<file path="src/rtl/uart_ring_xchg.sv">
module uart_ring_xchg #(
  parameter int SAMPLE_DIV = 2,
  parameter int DEPTH      = 16,
  parameter int CNT_W      = 8
) (
  input  logic             clk,
  input  logic             rst_n,
  input  logic             rxd,
  output logic             txd,
  input  logic             app_wr_en,
  input  logic [7:0]       app_wr_data,
  output logic             app_wr_full,
  input  logic             app_rd_en,
  output logic [7:0]       app_rd_data,
  output logic             app_rd_empty,
  output logic             rx_overflow,
  output logic [CNT_W-1:0] tx_underflow_cnt
);
  localparam int AW      = $clog2(DEPTH);
  localparam int DW      = $clog2(SAMPLE_DIV + 1);
  localparam int BIT_CYC = 16 * SAMPLE_DIV;
  localparam int BW      = $clog2(BIT_CYC + 1);

  typedef enum logic [1:0] {IDLE, START, DATA, STOP} rx_st_t;

  logic [DW-1:0] div_q;
  logic          tick;
  assign tick = (div_q == DW'(SAMPLE_DIV - 1));
  always_ff @(posedge clk)
    if (!rst_n || tick) div_q <= '0;
    else                div_q <= div_q + 1'b1;

  logic [1:0] sync_q;
  logic       rx_s, rx_last;
  assign rx_s = sync_q[1];
  always_ff @(posedge clk)
    if (!rst_n) sync_q <= 2'b11;
    else        sync_q <= {sync_q[0], rxd};

  rx_st_t     st;
  logic [3:0] tcnt;
  logic [2:0] nbit;
  logic [7:0] rsh;
  logic       rx_ok;

  always_ff @(posedge clk) begin
    if (!rst_n) begin
      st <= IDLE; tcnt <= '0; nbit <= '0; rsh <= '0; rx_ok <= 1'b0; rx_last <= 1'b1;
    end else begin
      rx_ok <= 1'b0;
      if (tick) begin
        rx_last <= rx_s;
        case (st)
          IDLE: if (rx_last && !rx_s) begin st <= START; tcnt <= '0; end
          START:
            if (tcnt == 4'd7) begin
              tcnt <= '0; nbit <= '0;
              st   <= rx_s ? IDLE : DATA;
            end else tcnt <= tcnt + 1'b1;
          DATA:
            if (tcnt == 4'd15) begin
              tcnt <= '0;
              rsh  <= {rx_s, rsh[7:1]};
              if (nbit == 3'd7) st <= STOP;
              else              nbit <= nbit + 1'b1;
            end else tcnt <= tcnt + 1'b1;
          STOP:
            if (tcnt == 4'd15) begin
              tcnt  <= '0;
              rx_ok <= rx_s;
              st    <= IDLE;
            end else tcnt <= tcnt + 1'b1;
        endcase
      end
    end
  end

  logic [7:0] rmem [DEPTH];
  logic [7:0] tmem [DEPTH];
  logic [AW:0] r_wp, r_rp, t_wp, t_rp;
  logic r_full, r_empty, t_full, t_empty;

  assign r_empty = (r_wp == r_rp);
  assign r_full  = (r_wp[AW] != r_rp[AW]) && (r_wp[AW-1:0] == r_rp[AW-1:0]);
  assign t_empty = (t_wp == t_rp);
  assign t_full  = (t_wp[AW] != t_rp[AW]) && (t_wp[AW-1:0] == t_rp[AW-1:0]);

  always_ff @(posedge clk) begin
    if (rx_ok && !r_full)     rmem[r_wp[AW-1:0]] <= rsh;
    if (app_wr_en && !t_full) tmem[t_wp[AW-1:0]] <= app_wr_data;
  end

  always_ff @(posedge clk) begin
    if (!rst_n) begin
      r_wp <= '0; r_rp <= '0; t_wp <= '0; t_rp <= '0;
      rx_overflow <= 1'b0; tx_underflow_cnt <= '0;
    end else begin
      if (rx_ok && !r_full)      r_wp <= r_wp + 1'b1;
      if (rx_ok && r_full)       rx_overflow <= 1'b1;
      if (app_rd_en && !r_empty) r_rp <= r_rp + 1'b1;
      if (app_wr_en && !t_full)  t_wp <= t_wp + 1'b1;
      if (rx_ok && !t_empty)     t_rp <= t_rp + 1'b1;
      if (rx_ok && t_empty)      tx_underflow_cnt <= tx_underflow_cnt + 1'b1;
    end
  end

  assign app_rd_data  = rmem[r_rp[AW-1:0]];
  assign app_rd_empty = r_empty;
  assign app_wr_full  = t_full;

  logic [9:0]    tsh;
  logic [3:0]    left;
  logic [BW-1:0] bcnt;
  logic          tx_busy;
  assign tx_busy = (left != 4'd0);
  assign txd     = tx_busy ? tsh[0] : 1'b1;

  always_ff @(posedge clk) begin
    if (!rst_n) begin
      tsh <= '1; left <= '0; bcnt <= '0;
    end else if (rx_ok) begin
      tsh  <= {1'b1, t_empty ? 8'h00 : tmem[t_rp[AW-1:0]], 1'b0};
      left <= 4'd10;
      bcnt <= '0;
    end else if (tx_busy) begin
      if (bcnt == BW'(BIT_CYC - 1)) begin
        bcnt <= '0;
        tsh  <= {1'b1, tsh[9:1]};
        left <= left - 1'b1;
      end else bcnt <= bcnt + 1'b1;
    end
  end
endmodule

</file>
<file path="config.mk">
export PLATFORM = sky130hd
export DESIGN_NAME = uart_ring_xchg
export DESIGN_NICKNAME = d
export VERILOG_FILES = /design/src/rtl/uart_ring_xchg.sv
export SDC_FILE = /design/constraint.sdc
export NUM_CORES = 1
export LEC_CHECK = 0
export ABC_CLOCK_PERIOD_IN_PS = 3900
export BUFFER_PORTS_ARGS = -buffer_cell sky130_fd_sc_hd__clkbuf_2
export CAP_MARGIN = 20
export CORE_UTILIZATION = 67
export DETAILED_ROUTE_END_ITERATION = 16
export PLACE_DENSITY = 0.83
export SETUP_SLACK_MARGIN = 0.15
export SKIP_CTS_REPAIR_TIMING = 1
export SLEW_MARGIN = 10
export SYNTH_ARGS = -nofsm -noshare
export SYNTH_HDL_FRONTEND = slang
export SYNTH_SLANG_ARGS = --single-unit
</file>
<file path="constraint.sdc">
create_clock -name clk -period 3.9 [get_ports clk]
set_input_delay 0.585 -clock clk [delete_from_list [all_inputs] [get_ports clk]]
set_output_delay 0.585 -clock clk [all_outputs]
set_load 0.01 [all_outputs]
</file>
==> metrics, run 1 <==
slowest library cell on the worst path=dfxtp_2; DR vias=7,183; TritonCTS clock tree=built; vias per inst=6.38; Max-Cap Viols=0; fin nets=867; initial core utilization=68.4%; HPWL after detailed placement=16,200 um; CP bufs+invs=2; RSZ-0062 raised after global routing=no; Mapped Area=13,300 um^2; Core Area=19,500 um^2; Top-Level Pins=33; Worst VDD drop=0.460 mV; vias in the first global route=7,300; grt ovf=0; fin util=76.3%; drt wl/cell=24.1 um; dpl cells=1,065; Routed Antenna Nets=0; synth top area cells=edfxtp_1 (58%), mux4_2 (12%), dfxtp_1 (12%); deepest clock path buffer count=3; Max transition margin=21.7%; Setup violations, final=0; Top cell by count, worst path=mux4_2; post-synth top area cell=edfxtp_1; # DRC=0; Critical Path Source Type=register; critical path fanouts, max=17; Die X=143 um; status=complete, no violations; R2R depth=5; ys async rst share=0%; initial antenna violation count=0; WL final=27,100 um; Die Span Y=143 um; post-route setup TNS=0 ns; iteration count of the initial detailed-routing pass=5; data arrival time of the worst path=2.69 ns; PortBufs=32; min cycle time layout=3.28 ns; routability cong.=0.870; clock skew=0.0136 ns; Mapped Avg Cell Area=16.7 um^2; register area share after synthesis=69.6%; Hold Path Depth=2; Crit path max-delay family=multiplexers; Ys Warns=0; total clock sinks=335; Area growth, synth to finish=11.5%; Max stage delay on crit path=0.75 ns; share of cells above drive strength 1=20.5%; CTS clk-pin slew, worst paths=0.06 ns; Iter 0 DRT Violations=666; main flop type after synthesis=edfxtp_1; Post-Syn Nets=826; Final Hold Viols=0; Hold Path Class=in -> reg; critical path type=reg -> out; leading cell type in the layout, fill and taps excluded=edfxtp_1; Tcrit/Tclk final=84.0%; Syn Inst Count=796; commonest cells after routing, fill and taps aside=edfxtp_1 (256), nor2_1 (90), dfxtp_1 (77); largest net degree at the start of global routing=33; n_diodes=0; Crit. path cell count=4; EDFF count, synth=256; final std cells w/o fill=1,125; Least-Margin Pin Slew=1.17 ns; die area=20,400 um^2; CTS root buffer=clkbuf_16; Core Rows=51; Synth top area share=57.8%; CP required=3.31 ns; Num CTS Buffers=34; Pwr Density=483 nW/um^2; Distinct cells, synth=52; worst path cell trace=buf_12, mux4_2, mux4_2, clkbuf_2; Pleak=0.00490 uW; Fmax achieved=305 MHz; first-pass GRT wire length=41,300 um; Crit. End Element=primary output; CTS H-tree lvls=2; Slew Limit Fails=0; Skew-Pair Late Insertion Delay=0.50 ns; flops & latches, synth=335; GRT Overall Usage=27.9%
==> logic make-up (layout without fill, tap and decap cells) <==
logic type	count (synthesis)	count (layout)	synth area share (%)
xor gates and xnor gates	42	42	2.76
muxes	93	93	13.8
adders and majority gates	17	17	1.60
buffers and inverters	51	115	1.65
AOI/OAI and AO/OA	68	68	3.56
DFF	335	335	69.6
and+or+nand+nor	190	190	7.02
==> worst paths after layout <==
| path | startpoint | end | slack [ns] |
|---|---|---|---|
| setup / recovery | register | app_rd_data[5] | 0.62 |
| hold / removal | rxd | sync_q[0] | 0.29 |
| setup reg to reg | t_wp[2] | tmem[12][5] | 1.02 |
| hold reg to reg | sync_q[0] | sync_q[1] | 0.41 |
==> worst register-to-register path: stages (launching register included) <==
cell	delay, ns
dfxtp_1	0.60
xnor2_1	0.15
and4_1	0.30
a21boi_1	0.46
nand2_1	0.27
nor2_1	0.72
==> metal layers <==
| metal | part of all wire, % | global-route usage, % | up-vias |
|---|---|---|---|
| li1 | - | - | 3167 |
| met2 | 54 | 49.9 | 299 |
| met3 | 6.1 | 4.66 | 66 |
| met1 | 38 | 34.5 | 3651 |
| met5 | 0 | 0 | - |
| met4 | 2.8 | 9.79 | 0 |
==> through the flow <==
step | cell area (um^2) | setup slack, ns | hold WS (ns) | power, uW
after floorplan | 13300 | 1.48 | 0.386 | 3990
after global placement | 13700 | 1.16 | 0.403 | 4040
after detailed placement | 13700 | 0.934 | 0.405 | 4040
after CTS | 14800 | 0.560 | 0.278 | 7190
after global routing | 14800 | 0.475 | 0.279 | 7320
final | 14800 | 0.625 | 0.286 | 7160
==> layout make-up <==
type                    instances  area [um^2]
clock buffers                  41          941
well taps                     265          332
repair buffers                 44          263
flip-flops and latches        335         9270
fillers                      1065         4620
inverters                      12         45.0
multi-input cells             410         3830
clock inverters                18          163
==> flip-flops by register name (all words and copies together), names as in the netlist, 6 cells and up, named ones only <==
| name | count |
|---|---|
| tmem | 128 |
| tsh | 9 |
| rmem | 128 |
| bcnt | 6 |
| tx_underflow_cnt | 8 |
| rsh | 8 |
==> cells in the mapped netlist, types with 8 or more instances <==
cell,instances
nor2_1,90
edfxtp_1,256
nand4_1,8
nor3_1,14
ha_1,17
a22oi_1,14
clkbuf_1,19
dfxtp_1,79
nand3_1,9
a21oi_1,11
nand2b_1,12
mux4_2,72
inv_1,11
buf_1,8
and3_1,14
nand2_1,17
mux2i_1,21
o21ai_0,10
xor2_1,19
xnor2_1,23
==> report_power, final <==
part	total (uW)	switching [uW]	internal, uW	leakage [uW]
Combinational	122	84.8	37.5	0.00139
Sequential	3850	13.6	3840	0.00298
Clock	3190	1280	1910	0.000536
Note: power is estimated with default switching activity, not from simulation.
==> run 2: changes to the inputs <==
--- a/config.mk
+++ b/config.mk
@@ -5,12 +5,13 @@
 export SDC_FILE = /design/constraint.sdc
 export NUM_CORES = 1
 export LEC_CHECK = 0
-export ABC_CLOCK_PERIOD_IN_PS = 3900
+export ABC_AREA = 1
+export ABC_CLOCK_PERIOD_IN_PS = 3200
 export BUFFER_PORTS_ARGS = -buffer_cell sky130_fd_sc_hd__clkbuf_2
 export CAP_MARGIN = 20
-export CORE_UTILIZATION = 67
+export CORE_UTILIZATION = 62
 export DETAILED_ROUTE_END_ITERATION = 16
-export PLACE_DENSITY = 0.83
+export PLACE_DENSITY = 0.77
 export SETUP_SLACK_MARGIN = 0.15
 export SKIP_CTS_REPAIR_TIMING = 1
 export SLEW_MARGIN = 10
==> constraint.sdc (replaced) <==
create_clock -name clk -period 3.2 [get_ports clk]
set_input_delay 0.48 -clock clk [delete_from_list [all_inputs] [get_ports clk]]
set_output_delay 0.48 -clock clk [all_outputs]
set_load 0.01 [all_outputs]
==> run 2 against run 1 <==
Synthesized cell count up 78%; synthesized area up 7.5%; sequential share of layout area down 3.7 points; highest routed layer unchanged; total power up 22%; critical path type unchanged; sequential power up 22%; count of clock-buffer cells in the layout up 5; final area up 6.3%; first-iteration DRC count up 52%.
==> metrics, run 2 <==
CTS root buffer=clkbuf_16; DR WL met3=2590 um; Hold Path Depth=2; top-count cell post-synth=nand2_1; register area share after synthesis=64.8%; Worst Slack Setup Final=0.474 ns; sequential cell area=9270 um^2; Synth top area share=53.7%; CTS H-tree lvls=2; top cells by count, synth=nand2_1 (262), edfxtp_1 (256), nor2_1 (211), inv_1 (149), nand3_1 (136); min-delay src=rxd; clock skew=0.0160 ns; fin util=69.7%; CTS clk-pin slew, worst paths=0.06 ns; TritonCTS clock tree=built; Area growth, synth to finish=10.2%; Mapped Area=14,300 um^2; worst reg2reg endpoint=rmem[10][1]; Max transition margin=24.9%; Met1 Routed Length=12,900 um; die area=23,700 um^2; Skew-Pair Late Insertion Delay=0.51 ns; deepest clock path buffer count=3; Crit. End Element=primary output; Iter 0 DRT Violations=1,010; slowest library cell on the worst path=dfxtp_2; fill count=1,612; first-pass GRT wire length=49,300 um; min cycle time layout=2.73 ns; Routed Antenna Nets=0; Max stage delay on crit path=0.70 ns; Critical Path Source Type=register; Top-Level Pins=33; post-synth top area cell=edfxtp_1; leading cell type in the layout, fill and taps excluded=nand2_1; Fmax achieved=367 MHz; vias in the first global route=9,499; Mapped Avg Cell Area=10.1 um^2; Tcrit/Tclk final=85.2%; Setup violations, final=0; routability cong.=0.875; Max-Cap Viols=0; DR vias=9,885; Least-Margin Pin Slew=1.12 ns; post-route setup TNS=0 ns; commonest cells after routing, fill and taps aside=nand2_1 (262), edfxtp_1 (256), nor2_1 (211); final std cells w/o fill=1,751; drt wl/cell=17.6 um; Max Used Layer=met4; Die X=154 um; initial antenna violation count=0; Num CTS Buffers=34; fin nets=1,472; synth top area cells=edfxtp_1 (54%), dfxtp_1 (11%), nand2_1 (6.9%); CP bufs+invs=2; GRT Overall Usage=27.0%; area of the multi-input gates=4180 um^2; Hold EP=sync_q[0]; reg2reg setup slack=0.87 ns; Top cell by count, worst path=o211ai_1; worst path cell trace=buf_12, nor2_1, o21ai_0, o211ai_1, o211ai_1, nand2_1, clkbuf_2; grt ovf=0; Pwr Density=553 nW/um^2; HPWL after detailed placement=19,500 um; flops & latches, synth=335; Syn Inst Count=1,417; Slew Limit Fails=0; Final Hold Viols=0; R2R depth=7; Crit path max-delay family=flip-flops; Worst VDD drop=0.410 mV; share of cells above drive strength 1=9.41%; critical path type=reg -> out; main flop type after synthesis=edfxtp_1; n_diodes=0; vias per inst=5.65; met2 routed WL=14,700 um; total clock sinks=335; Pwr Total=8730 uW; EDFF count, synth=256; critical path fanouts, max=34; Die Span Y=154 um; pre-CTS setup slack=0.896 ns; # DRC=0; dpl cells=1,691; RSZ-0062 raised after global routing=no; Pleak=0.00572 uW; Core Area=22,600 um^2; data arrival time of the worst path=2.25 ns; Ys Warns=0; Post-Syn Nets=1,447; WL final=30,800 um; PortBufs=32; ys async rst share=0%; Distinct cells, synth=37; initial core utilization=63.2%; Hold Path Class=in -> reg; status=complete, no violations; iteration count of the initial detailed-routing pass=6; CP required=2.72 ns; largest net degree at the start of global routing=65; Core Rows=55; worst r2r src=r_wp[2]
## run 2: cell count changes in the layout (fill, tap and decap cells not counted), sizes merged, moves of 25 or more
cell / delta
o21ai: +86
o211ai: +25
nand2: +259
a21oi: +32
nor2: +127
mux4: -72
inv: +145
nand3: +129
## run 2: per-layer routing
layer,up-vias,GRT usage [%]
li1,4775,-
met1,4663,36.9
met2,394,44.1
met3,53,4.96
met4,0,8.67
met5,-,0
## run 2: worst max-delay path by stage
stage | startpoint | end | slack, ns | cells after the start
global route | register | app_rd_data[0] | 0.37 | 7
finish | register | app_rd_data[3] | 0.47 | 7
CTS | register | app_rd_data[3] | 0.50 | 7
detailed placement | r_wp[2] | rmem[10][6] | 0.90 | 7
floorplan | r_wp[2] | rmem[12][0] | 1.33 | 8
global placement | r_wp[2] | rmem[9][5] | 0.98 | 7
## run 2: where the power goes
group | total, uW | switching (uW) | internal [uW] | leakage, uW
combinational | 263 | 190 | 72.2 | 0.00252
sequential | 4700 | 20.0 | 4680 | 0.00268
clock | 3770 | 1580 | 2190 | 0.000525
## run 2: area by class of cell
cell class,instances,share of cell area [%]
tap,285,2.26
sequential,335,58.8
clock buffer,46,6.08
inverter,155,3.72
clock inverter,14,0.682
multi-input combinational,867,26.5
timing repair buffer,49,1.98
## run 2: logic make-up after synthesis
| kind of cell | share of synthesized area [%] |
|---|---|
| compound gates | 6.88 |
| buf+inv | 6.00 |
| simple gates | 19.2 |
| fa+ha+maj | 1.49 |
| flops | 64.8 |
| xor+xnor | 1.65 |
## run 2: stage by stage
step	cell area (um^2)	hold WS [ns]
after floorplan	14300	0.393
after global placement	14700	0.397
after detailed placement	14700	0.398
after CTS	15800	0.141
after global routing	15800	0.139
final	15800	0.155
==> run 3: changes to the inputs <==
--- a/config.mk
+++ b/config.mk
@@ -12,6 +12,7 @@
 export CORE_UTILIZATION = 62
 export DETAILED_ROUTE_END_ITERATION = 16
 export PLACE_DENSITY = 0.77
+export REMOVE_ABC_BUFFERS = 1
 export SETUP_SLACK_MARGIN = 0.15
 export SKIP_CTS_REPAIR_TIMING = 1
 export SLEW_MARGIN = 10
==> constraint.sdc (replaced) <==
create_clock -name clk -period 3.2 [get_ports clk]
set_input_delay 0.64 -clock clk [delete_from_list [all_inputs] [get_ports clk]]
set_output_delay 0.64 -clock clk [all_outputs]
set_load 0.01 [all_outputs]
==> run 3 against run 2 <==
Combinational power hardly changed; total power shrank 0.52%; register-to-register slack worse by 0.04 ns; critical path type unchanged; critical endpoint unchanged; largest cell class unchanged.
==> metrics, run 3 (synthesis results as in run 2) <==
worst reg2reg endpoint=rmem[11][3]; leading cell type in the layout, fill and taps excluded=nand2_1; Final Hold Viols=0; grt ovf=0; Top cell by count, worst path=o21ai_0; CTS clk-pin slew, worst paths=0.05 ns; Crit path max-delay family=buffers and inverters; CP required=2.56 ns; vias per inst=5.61; Num CTS Buffers=35; iteration count of the initial detailed-routing pass=6; commonest cells after routing, fill and taps aside=nand2_1 (262), edfxtp_1 (256), nor2_1 (211); status=complete, no violations; initial antenna violation count=0; total clock sinks=335; routability cong.=0.872; Comb power frac=3.0%; post-route setup TNS=0 ns; data arrival time of the worst path=2.23 ns; WL final=30,500 um; Reg power frac=54.0%; share of cells above drive strength 1=9.31%; Die Span Y=154 um; Core Area=22,600 um^2; end of the critical path=app_rd_data[3]; CTS root buffer=clkbuf_16; Least-Margin Pin Slew=0.972 ns; worst r2r src=r_wp[2]; Skew-Pair Late Insertion Delay=0.51 ns; Pwr Density=550 nW/um^2; Area growth, synth to finish=10.4%; Max stage delay on crit path=0.49 ns; vias in the first global route=9,350; # DRC=0; Hold Path Class=in -> reg; Crit. path cell count=7; sw frac=20.2%; largest net degree at the start of global routing=65; TritonCTS clock tree=built; Max transition margin=35.0%; CTS H-tree lvls=2; worst path cell trace=buf_4, nor2_1, o21ai_0, o21ai_0, o211ai_1, nand2_1, clkbuf_2; first-pass GRT wire length=48,700 um; R2R depth=7; fin nets=1,475; HPWL after detailed placement=18,800 um; CP bufs+invs=2; Tcrit/Tclk final=89.7%; NetSw=1750 uW; critical path type=reg -> out; Area after DPL=14,700 um^2; die area=23,700 um^2; clock skew=0.0183 ns; Slew Limit Fails=0; clock network power share=42.9%; RSZ-0062 raised after global routing=no; deepest clock path buffer count=3; Max-Cap Viols=0; Top-Level Pins=33; drt wl/cell=17.4 um; PortBufs=32; min cycle time layout=2.87 ns; slowest library cell on the worst path=buf_4; Fmax achieved=348 MHz; Pleak=0.00573 uW; Core Rows=55; Crit. End Element=primary output; Iter 0 DRT Violations=1,080; reg2reg setup slack=0.83 ns; GRT Overall Usage=26.5%; Routed Antenna Nets=0; n_diodes=0; DR vias=9,856; Setup violations, final=0; initial core utilization=63.2%; final hold slack=0.319 ns; Die X=154 um; Power Internal=6930 uW; Critical Path Source Type=register; fin area=15,800 um^2; critical path fanouts, max=64; Worst VDD drop=0.559 mV
==> run 3: how the worst min path moves through the flow <==
stage	startpoint	end	slack, ns	depth (start not counted)
after floorplan	sync_q[0]	sync_q[1]	0.39	1
after global placement	sync_q[0]	sync_q[1]	0.39	1
after detailed placement	sync_q[0]	sync_q[1]	0.40	1
after CTS	rxd	sync_q[0]	0.31	2
after global routing	rxd	sync_q[0]	0.32	2
final	rxd	sync_q[0]	0.32	2
==> run 3: stage by stage <==
stage               power, uW  worst slack (ns)  cells  utilization (%)
global route             8930             0.194   1756             69.7
global placement         5030             0.901   1692             65.0
floorplan                4930             0.212   1357                -
detailed placement       5040             0.838   1692             65.0
CTS                      8720             0.304   1755             69.6
finish                   8680             0.330   1756             69.7
==> run 3: layout make-up <==
| class | count | area, um^2 |
|---|---|---|
| clock inverter | 12 | 50.0 |
| multi-input combinational | 867 | 4180 |
| timing repair buffer | 51 | 335 |
| clock buffer | 51 | 1010 |
| fill | 1641 | 6850 |
| sequential | 335 | 9270 |
| tap | 285 | 357 |
| inverter | 155 | 587 |
==> run 3: routing by layer <==
metal  share of wire, %  GRT usage, %  vias to the layer above  wire length, um
met5                  0             0                        -                0
met4                2.1          8.38                        0              651
met3                7.0          3.80                       56             2140
met2                 50          45.7                      384            15300
met1                 41          34.8                     4635            12400
li1                   -             -                     4781                -
==> run 3: power groups by stage <==
| stage | combinational [uW] | sequential (uW) | clock, uW |
|---|---|---|---|
| final | 261 | 4690 | 3730 |
| after global placement | 252 | 4780 | 0 |
| after CTS | 261 | 4690 | 3770 |
| after floorplan | 137 | 4790 | 0 |
| after global routing | 289 | 4690 | 3940 |
| after detailed placement | 258 | 4780 | 0 |
